**src/rtl/swp_pkg.sv**
```systemverilog
package swp_pkg;
  localparam int unsigned ADDR_W  = 16;
  localparam int unsigned SEQ_LEN = 7;
  localparam logic [ADDR_W-1:0] LAST_CLR = 16'h041A;
  localparam logic [ADDR_W-1:0] LAST_SET = 16'h040A;

  // shared prefix of both patterns; index SEQ_LEN-1 is decided separately
  function automatic logic [ADDR_W-1:0] seq_addr(input int unsigned k);
    case (k)
      0:       seq_addr = 16'h1823;
      1:       seq_addr = 16'h1820;
      2:       seq_addr = 16'h1822;
      3:       seq_addr = 16'h0418;
      4:       seq_addr = 16'h041B;
      5:       seq_addr = 16'h0419;
      default: seq_addr = '1;
    endcase
  endfunction
endpackage

```
**src/rtl/swp_bus_event.sv**
```systemverilog
module swp_bus_event #(
  parameter int unsigned AW = swp_pkg::ADDR_W
) (
  input  logic          clk_i,
  input  logic          rst_ni,
  input  logic          ce_n_i,
  input  logic          oe_n_i,
  input  logic          we_n_i,
  input  logic [AW-1:0] addr_i,
  output logic          rd_end_o,
  output logic [AW-1:0] rd_addr_o,
  output logic          wr_start_o
);
  logic          rd_act, wr_act;
  logic          rd_act_q, wr_act_q;
  logic [AW-1:0] addr_q;

  assign rd_act = ~ce_n_i & ~oe_n_i & we_n_i;
  assign wr_act = ~ce_n_i & ~we_n_i;

  always_ff @(posedge clk_i or negedge rst_ni) begin
    if (!rst_ni) begin
      rd_act_q <= 1'b0;
      wr_act_q <= 1'b0;
      addr_q   <= '0;
    end else begin
      rd_act_q <= rd_act;
      wr_act_q <= wr_act;
      if (rd_act) addr_q <= addr_i;
    end
  end

  assign rd_end_o   = rd_act_q & ~rd_act;
  assign rd_addr_o  = addr_q;
  assign wr_start_o = wr_act & ~wr_act_q;
endmodule

```
**src/rtl/swp_seq_match.sv**
```systemverilog
module swp_seq_match #(
  parameter int unsigned AW      = swp_pkg::ADDR_W,
  parameter int unsigned SEQ_LEN = swp_pkg::SEQ_LEN
) (
  input  logic          clk_i,
  input  logic          rst_ni,
  input  logic          rd_end_i,
  input  logic [AW-1:0] rd_addr_i,
  input  logic          wr_start_i,
  output logic          hit_clr_o,
  output logic          hit_set_o
);
  localparam int unsigned STEP_W = $clog2(SEQ_LEN);
  localparam logic [STEP_W-1:0] LAST = STEP_W'(SEQ_LEN - 1);

  logic [STEP_W-1:0]  step_q, step_d;
  logic [SEQ_LEN-1:0] step_eq;

  for (genvar k = 0; k < SEQ_LEN; k++) begin : g_cmp
    if (k == SEQ_LEN - 1) begin : g_last
      assign step_eq[k] = 1'b0;
    end else begin : g_pre
      assign step_eq[k] = (rd_addr_i == swp_pkg::seq_addr(k));
    end
  end

  always_comb begin
    step_d    = step_q;
    hit_clr_o = 1'b0;
    hit_set_o = 1'b0;
    if (wr_start_i) begin
      step_d = '0;
    end else if (rd_end_i) begin
      if (step_q == LAST) begin
        hit_clr_o = (rd_addr_i == swp_pkg::LAST_CLR);
        hit_set_o = (rd_addr_i == swp_pkg::LAST_SET);
      end
      if (step_q != LAST && step_eq[step_q]) step_d = step_q + STEP_W'(1);
      else if (step_eq[0])                   step_d = STEP_W'(1);
      else                                   step_d = '0;
    end
  end

  always_ff @(posedge clk_i or negedge rst_ni) begin
    if (!rst_ni) step_q <= '0;
    else         step_q <= step_d;
  end
endmodule

```
**src/rtl/swp_flag.sv**
```systemverilog
module swp_flag (
  input  logic clk_i,
  input  logic rst_ni,
  input  logic hit_clr_i,
  input  logic hit_set_i,
  output logic protect_o,
  output logic chg_o
);
  logic prot_q, chg_q;

  always_ff @(posedge clk_i or negedge rst_ni) begin
    if (!rst_ni) begin
      prot_q <= 1'b1;
      chg_q  <= 1'b0;
    end else begin
      chg_q <= (hit_clr_i & prot_q) | (hit_set_i & ~prot_q);
      if (hit_clr_i)      prot_q <= 1'b0;
      else if (hit_set_i) prot_q <= 1'b1;
    end
  end

  assign protect_o = prot_q;
  assign chg_o     = chg_q;
endmodule

```
**src/rtl/swp_guard.sv**
```systemverilog
module swp_guard #(
  parameter int unsigned AW      = swp_pkg::ADDR_W,
  parameter int unsigned SEQ_LEN = swp_pkg::SEQ_LEN
) (
  input  logic          clk_i,
  input  logic          rst_ni,
  input  logic          ce_n_i,
  input  logic          oe_n_i,
  input  logic          we_n_i,
  input  logic [AW-1:0] addr_i,
  input  logic          pgm_req_i,
  input  logic          ers_req_i,
  output logic          protect_o,
  output logic          prot_chg_o,
  output logic          pgm_grant_o,
  output logic          ers_grant_o
);
  logic          rd_end, wr_start, hit_clr, hit_set;
  logic [AW-1:0] rd_addr;

  swp_bus_event #(.AW(AW)) u_event (
    .clk_i, .rst_ni, .ce_n_i, .oe_n_i, .we_n_i, .addr_i,
    .rd_end_o(rd_end), .rd_addr_o(rd_addr), .wr_start_o(wr_start)
  );

  swp_seq_match #(.AW(AW), .SEQ_LEN(SEQ_LEN)) u_match (
    .clk_i, .rst_ni,
    .rd_end_i(rd_end), .rd_addr_i(rd_addr), .wr_start_i(wr_start),
    .hit_clr_o(hit_clr), .hit_set_o(hit_set)
  );

  swp_flag u_flag (
    .clk_i, .rst_ni,
    .hit_clr_i(hit_clr), .hit_set_i(hit_set),
    .protect_o(protect_o), .chg_o(prot_chg_o)
  );

  assign pgm_grant_o = pgm_req_i & ~protect_o;
  assign ers_grant_o = ers_req_i & ~protect_o;
endmodule

```
**config.mk**
```make
export PLATFORM = sky130hd
export DESIGN_NAME = swp_guard
export DESIGN_NICKNAME = d
export VERILOG_FILES = /design/src/rtl/swp_pkg.sv /design/src/rtl/swp_bus_event.sv /design/src/rtl/swp_seq_match.sv /design/src/rtl/swp_flag.sv /design/src/rtl/swp_guard.sv
export SDC_FILE = /design/constraint.sdc
export NUM_CORES = 1
export LEC_CHECK = 0
export ABC_AREA = 1
export BUFFER_PORTS_ARGS = -buffer_cell sky130_fd_sc_hd__buf_4
export CORE_UTILIZATION = 57
export CTS_CLUSTER_SIZE = 28
export DETAILED_ROUTE_END_ITERATION = 12
export MAX_ROUTING_LAYER = met4
export PLACE_DENSITY = 0.82
export SLEW_MARGIN = 5
export SYNTH_ARGS = -nofsm -noshare
export SYNTH_HDL_FRONTEND = slang
export SYNTH_SLANG_ARGS = --single-unit
```
**constraint.sdc**
```tcl
create_clock -name clk_i -period 2.25 [get_ports clk_i]
set_clock_uncertainty 0.05 [all_clocks]
set_input_delay 0.45 -clock clk_i [delete_from_list [all_inputs] [get_ports clk_i]]
set_output_delay 0.45 -clock clk_i [all_outputs]
set_load 0.005 [all_outputs]
```
# [Yosys cells after proc, flatten, opt, wreduce, memory -nomap -nowiden]
# Index checks and enable logic that the tools add are counted.
[classes] add_sub_neg=1 n_mul=0 div=0 magnitude_cmp=1 n_eq_ne=10 shift=0 muxes=14 bitwise_logic=16 n_reduce_logical=3
[ops] op="== test 16 x 11 -> 1 bit, second input constant" n=5
[ops] op="== test 16 x 13 -> 1 bit, second input constant" n=3
[ops] op="2-to-1 mux 1 bit" n=10
[ops] op="AND 1 bit" n=9
[ops] op="2-to-1 mux 3 bit" n=3
[ops] op="NOT 1 bit" n=6
[ops] op="< comparator 3 x 4 -> 1 bit, second input constant" n=1
[ops] op="nonzero test 2 bit" n=2
[ops] op="adder 3 x 1 -> 3 bit, second input constant" n=1
[ops] op="binary-select mux 1 bit (select 3 bit)" n=1
[ops] op="== test 3 bit, second input constant" n=1
[ops] op="!= test 3 bit, second input constant" n=1
[ops] op="logical AND 1 bit" n=1
[ops] op="bitwise OR 1 bit" n=1
[word_totals] regBits=23 latchBits=0 ramBits=0 rom_bits=0 wordCells=51 memories=0

# [Logic depth before layout (Yosys ltp)]
[logic_depth] depth_word=9 ltp_mapped=11 depth_no_buf=11

# [Cells and area by module]
# A second synthesis with hierarchy kept.
[hier_totals] hier_cells=172 area_unflattened_um2=1298.7
[by_module_without_submodules] module="swp_bus_event" instances=1 cells_per_inst=77 area_each_um2=721.9
[by_module_without_submodules] module="swp_seq_match" instances=1 cells_per_inst=83 area_each_um2=488.0
[by_module_without_submodules] module="swp_flag" instances=1 cells_per_inst=8 area_each_um2=73.8
[by_module_without_submodules] module="swp_guard" instances=1 cells_per_inst=4 area_each_um2=15.0

# [Least setup slack after synthesis]
# Ideal clock, no wire load.
[synth_path] kind="register to register" from="reg u_match.step_q[0]" to="reg u_match.step_q[0]" setup_ns=0.118 arrival_time_ns=1.349 required_ns=2.082 path_slack_ns=0.734 stages_incl_launch_ff=9 synth_period_minus_slack_ns=1.516 cell_sequence="dfrtp_1 > inv_1 > ha_1 > nor4_2 > nand4_1 > nand2_2 > nand2_1 > nand3_1 > nand2_1"
[synth_between] elab_chain_len=6 word_cells_on_any_way=8 classes_between="add/sub (1); eq/ne (1); mux (5); reduce/logical (1)"
[synth_rtl] element="start: declaration" line_no="swp_seq_match.sv:16" text="logic [STEP_W-1:0] step_q, step_d;"
[synth_rtl] element="start signal: assignment" line_no="swp_seq_match.sv:46" text="else step_q <= step_d;"
[synth_rtl] element="binary-select mux 1 bit (select 3 bit)" line_no="swp_seq_match.sv:38" text="if (step_q != LAST && step_eq[step_q]) step_d = step_q + STEP_W'(1);"
[synth_rtl] element="2-to-1 mux 1 bit (not written as such)" line_no="swp_seq_match.sv:38"
[synth_rtl] element="logical AND 1 bit" line_no="swp_seq_match.sv:38"
[synth_rtl] element="2-to-1 mux 3 bit (*)" line_no="swp_seq_match.sv:38"
[synth_rtl] element="2-to-1 mux 3 bit (*)" line_no="swp_seq_match.sv:33" text="end else if (rd_end_i) begin"
[synth_rtl] element="2-to-1 mux 3 bit (*)" line_no="swp_seq_match.sv:31" text="if (wr_start_i) begin"
# Every way passes the cells marked *; elsewhere a longest branch is shown, timed or not. The select of a mux whose other input is x is not followed.
# A chain may end at the register's enable or synchronous reset.

# [Worst setup path after layout]
# Same ends and word-level chain as after synthesis.

==> metrics.csv <==
stage,metric,value,unit
clock_tree,"Clk Latency, worst-skew pair",0.29,ns
power,Psw,260.0,uW
placement,IO Port Bufs,26,
run,max-cap violation count,0,
sta,Max Clock Freq,561.2,MHz
global_route,number of global-route vias before repair,1095,
power,Seq pwr share,58.8,%
global_route,Overall Global Routing Usage,23.99,%
layout,share of cells above drive strength 1,27.98,%
clock_tree,CTS sink count,23,
sta,Slew headroom,70.29,%
sta,post-layout minimum cycle time,1.782,ns
sta,Pins Over Slew Limit,0,
clock_tree,post-CTS setup buffer count,0,
clock_tree,clock root buffer,clkbuf_4,
power,Sw Share,30.09,%
sta,Final Hold Vio Count,0,
floorplanning,total core area,0.002042,sq mm
global_route,global-route wire length before repair,4374,um
layout,Seq. cell area,576.8,sq um
power,Clk pwr share,20.9,%
clock_tree,CTS max path bufs,2,
global_route,grt total ovfl,0,
floorplanning,die height,49.34,um
critical_path,worst path required time,2.40,ns
critical_path,startpoint types,register,
logic_synthesis,post-synth cell types,24,
power,leakage,0.0007900,uW
clock_tree,"CTS clk-pin slew, worst paths",0.12,ns
critical_path,CP Class,reg2reg,
sta,count of final setup violators,0,
power,internal power,604.2,uW
sta,Total Neg Setup Slack,0,ns
logic_synthesis,post-synthesis sequential area ratio,45.15,%
clock_tree,CTS Buf Count,3,
detailed_routing,met3 wire length,67,um
layout,Area Overhead vs Synth,20.37,%
detailed_routing,highest routed metal layer,met4,
logic_synthesis,synth warn,0,
power,Pwr Density,562.0,mW/mm^2
detailed_routing,Total Wirelength,2468,um
detailed_routing,Detail Route Antenna Nets,0,
power,Worst VDD drop,0.3981,mV
power,Logic pwr share,20.3,%
sta,Tcrit/Tclk final,79.19,%
logic_synthesis,post-synthesis register bit count,23,
layout,# fillers,165,
detailed_routing,Wirelength per Cell,11.22,um
logic_synthesis,syn avg cell area,7.789,sq um
sta,Worst-Margin Slew,0.4422,ns
detailed_routing,routed vias/inst,4.977,
layout,Final Net Count,219,
placement,gpl congestion,0.9108,
floorplanning,I/O pins,27,
global_route,largest net degree at the start of global routing,24,
critical_path,worst-path fanout max,7,
floorplanning,die area,0.002434,sq mm
clock_tree,H-tree depth,1,
detailed_routing,met2 WL post-DR,1324,um
min_path,min-delay worst type,in2reg,
min_path,Hold Path Cell Cnt,2,
power,total power,864.1,uW
detailed_routing,Remaining DRCs,0,
logic_synthesis,syn nets,189,
critical_path,Worst R2R Path Depth,8,
sta,WHS,0.2508,ns
logic_synthesis,Mapped Cells,164,
layout,multi-input combinational cell area,605.6,sq um
sta,RSZ-0062 raised after global routing,false,
clock_tree,CTS tree,yes,
placement,Final HPWL DP,1950,um
critical_path,crit end category,register,
logic_synthesis,Syn Std Cell Area,0.001277,sq mm
floorplanning,initial core utilization,62.56,%
floorplanning,chip width,49.34,um
detailed_routing,via count,1095,
layout,Final Util,75.31,%
detailed_routing,DRT iter0 DRCs,16,
critical_path,Worst EP arrival,1.93,ns
detailed_routing,drt first pass iters,4,
global_route,initial antenna violation count,0,
detailed_routing,met1 WL,1026,um
layout,Antenna diodes,0,
status,status,finished clean,
floorplanning,row count,16,
==> power by group through the flow <==
stage | Clock (uW) | Sequential (uW) | Combinational (uW)
6_report | 181 | 508 | 175
3_3_place_gp | 0 | 512 | 168
4_1_cts | 191 | 508 | 177
5_1_grt | 211 | 514 | 198
2_1_floorplan | 0 | 503 | 114
3_5_place_dp | 0 | 515 | 174
==> layout make-up <==
| cell class | instances | area share (%) |
|---|---|---|
| multi-input combinational | 116 | 39.38 |
| inverter | 22 | 5.370 |
| tap | 27 | 2.197 |
| timing repair buffer | 28 | 13.83 |
| sequential | 23 | 37.51 |
| clock buffer | 4 | 1.709 |
==> critical path: stages, from the launching register on <==
cell	delay, ns
dfrtp_1	0.52
inv_1	0.14
ha_1	0.25
nor4_2	0.30
nand4_1	0.16
nand2_2	0.11
nand2_1	0.05
nand3_1	0.07
nand2_1	0.05
==> registers in the layout, summed over array words and instances, names as in the netlist <==
name	cells
u_event.rd_act_q	1
u_event.wr_act_q	1
u_match.step_q	3
u_event.rd_addr_o	16
u_flag.chg_o	1
u_flag.protect_o	1
==> layer usage <==
layer	GRT usage (%)	up-vias
li1	-	560
met5	-	-
met3	2.804	6
met4	8.824	0
met2	43.15	22
met1	27.03	507
==> per-stage QoR <==
step | instance area, sq um | std cells | setup slack (ns)
3_3_place_gp | 1501 | 215 | 0.5680
6_report | 1538 | 220 | 0.4682
4_1_cts | 1538 | 220 | 0.4852
5_1_grt | 1538 | 220 | 0.3002
3_5_place_dp | 1501 | 215 | 0.5028
2_1_floorplan | 1277 | 164 | 0.7336
==> repair_timing <==
action | in CTS | in global routing
hold buffers | 1 | 0
resized for setup | 0 | 0
hold endpoints to repair | 22 | 0
==> cells in the final DEF, fill, tap and decap left out <==
master / Yosys / routed
nand2_1: 55 / 55
nor4_2: 2 / 2
nand2_2: 5 / 5
o21ai_1: 2 / 2
o21ai_2: 2 / 2
nor2_2: 3 / 3
inv_1: 20 / 20
dlygate4sd3_1: 0 / 1
buf_4: 0 / 27
o21ai_0: 5 / 5
nor3_4: 1 / 1
nand3_2: 5 / 5
nor3_1: 2 / 2
nand4_1: 2 / 2
ha_1: 2 / 2
clkbuf_4: 0 / 3
dfstp_2: 1 / 1
xnor2_1: 1 / 1
nand3b_1: 1 / 1
nor2_4: 4 / 4
inv_2: 1 / 1
dfrtp_1: 22 / 22
nor2_1: 19 / 19
clkinv_1: 1 / 1
clkbuf_1: 2 / 1
nand3_1: 5 / 5
==> cells in the mapped netlist (all sizes together) <==
library cell / number / area (sq um)
buf: 1 / 5.000
clkbuf: 2 / 7.510
clkinv: 1 / 3.750
dfrtp: 22 / 550.5
dfstp: 1 / 26.28
ha: 2 / 25.02
inv: 21 / 78.82
nand2: 60 / 237.7
nand3: 10 / 75.07
nand3b: 1 / 7.510
nand4: 2 / 12.51
nor2: 26 / 135.1
nor3: 3 / 26.28
nor4: 2 / 25.02
o21ai: 9 / 52.55
xnor2: 1 / 8.760
==> final timing paths <==
check	slack, ns	to	start
min reg2reg	0.45	u_event.rd_addr_o[9]$_DFFE_PN0P_	u_event.rd_addr_o[9]$_DFFE_PN0P_
min	0.25	u_event.wr_act_q$_DFF_PN0_	we_n_i
min in group asynchronous	0.52	u_match.step_q[0]$_DFFE_PN0P_	rst_ni
max	0.47	u_match.step_q[0]$_DFFE_PN0P_	u_match.step_q[0]$_DFFE_PN0P_
max reg2reg	0.47	u_match.step_q[0]$_DFFE_PN0P_	u_match.step_q[0]$_DFFE_PN0P_
max in group asynchronous	1.35	u_flag.protect_o$_DFFE_PN1P_	rst_ni
==> kinds of logic (layout without fill, tap and decap cells) <==
kind of cell	Yosys count	in the layout	synth area share [%]
and+or+nand+nor	104	104	40.65
xor gates and xnor gates	1	1	0.6857
AOI/OAI and AO/OA	9	9	4.114
buffers and inverters	25	54	7.443
DFF	23	23	45.15
adders and majority gates	2	2	1.959
(Power assumes the default switching activity.)
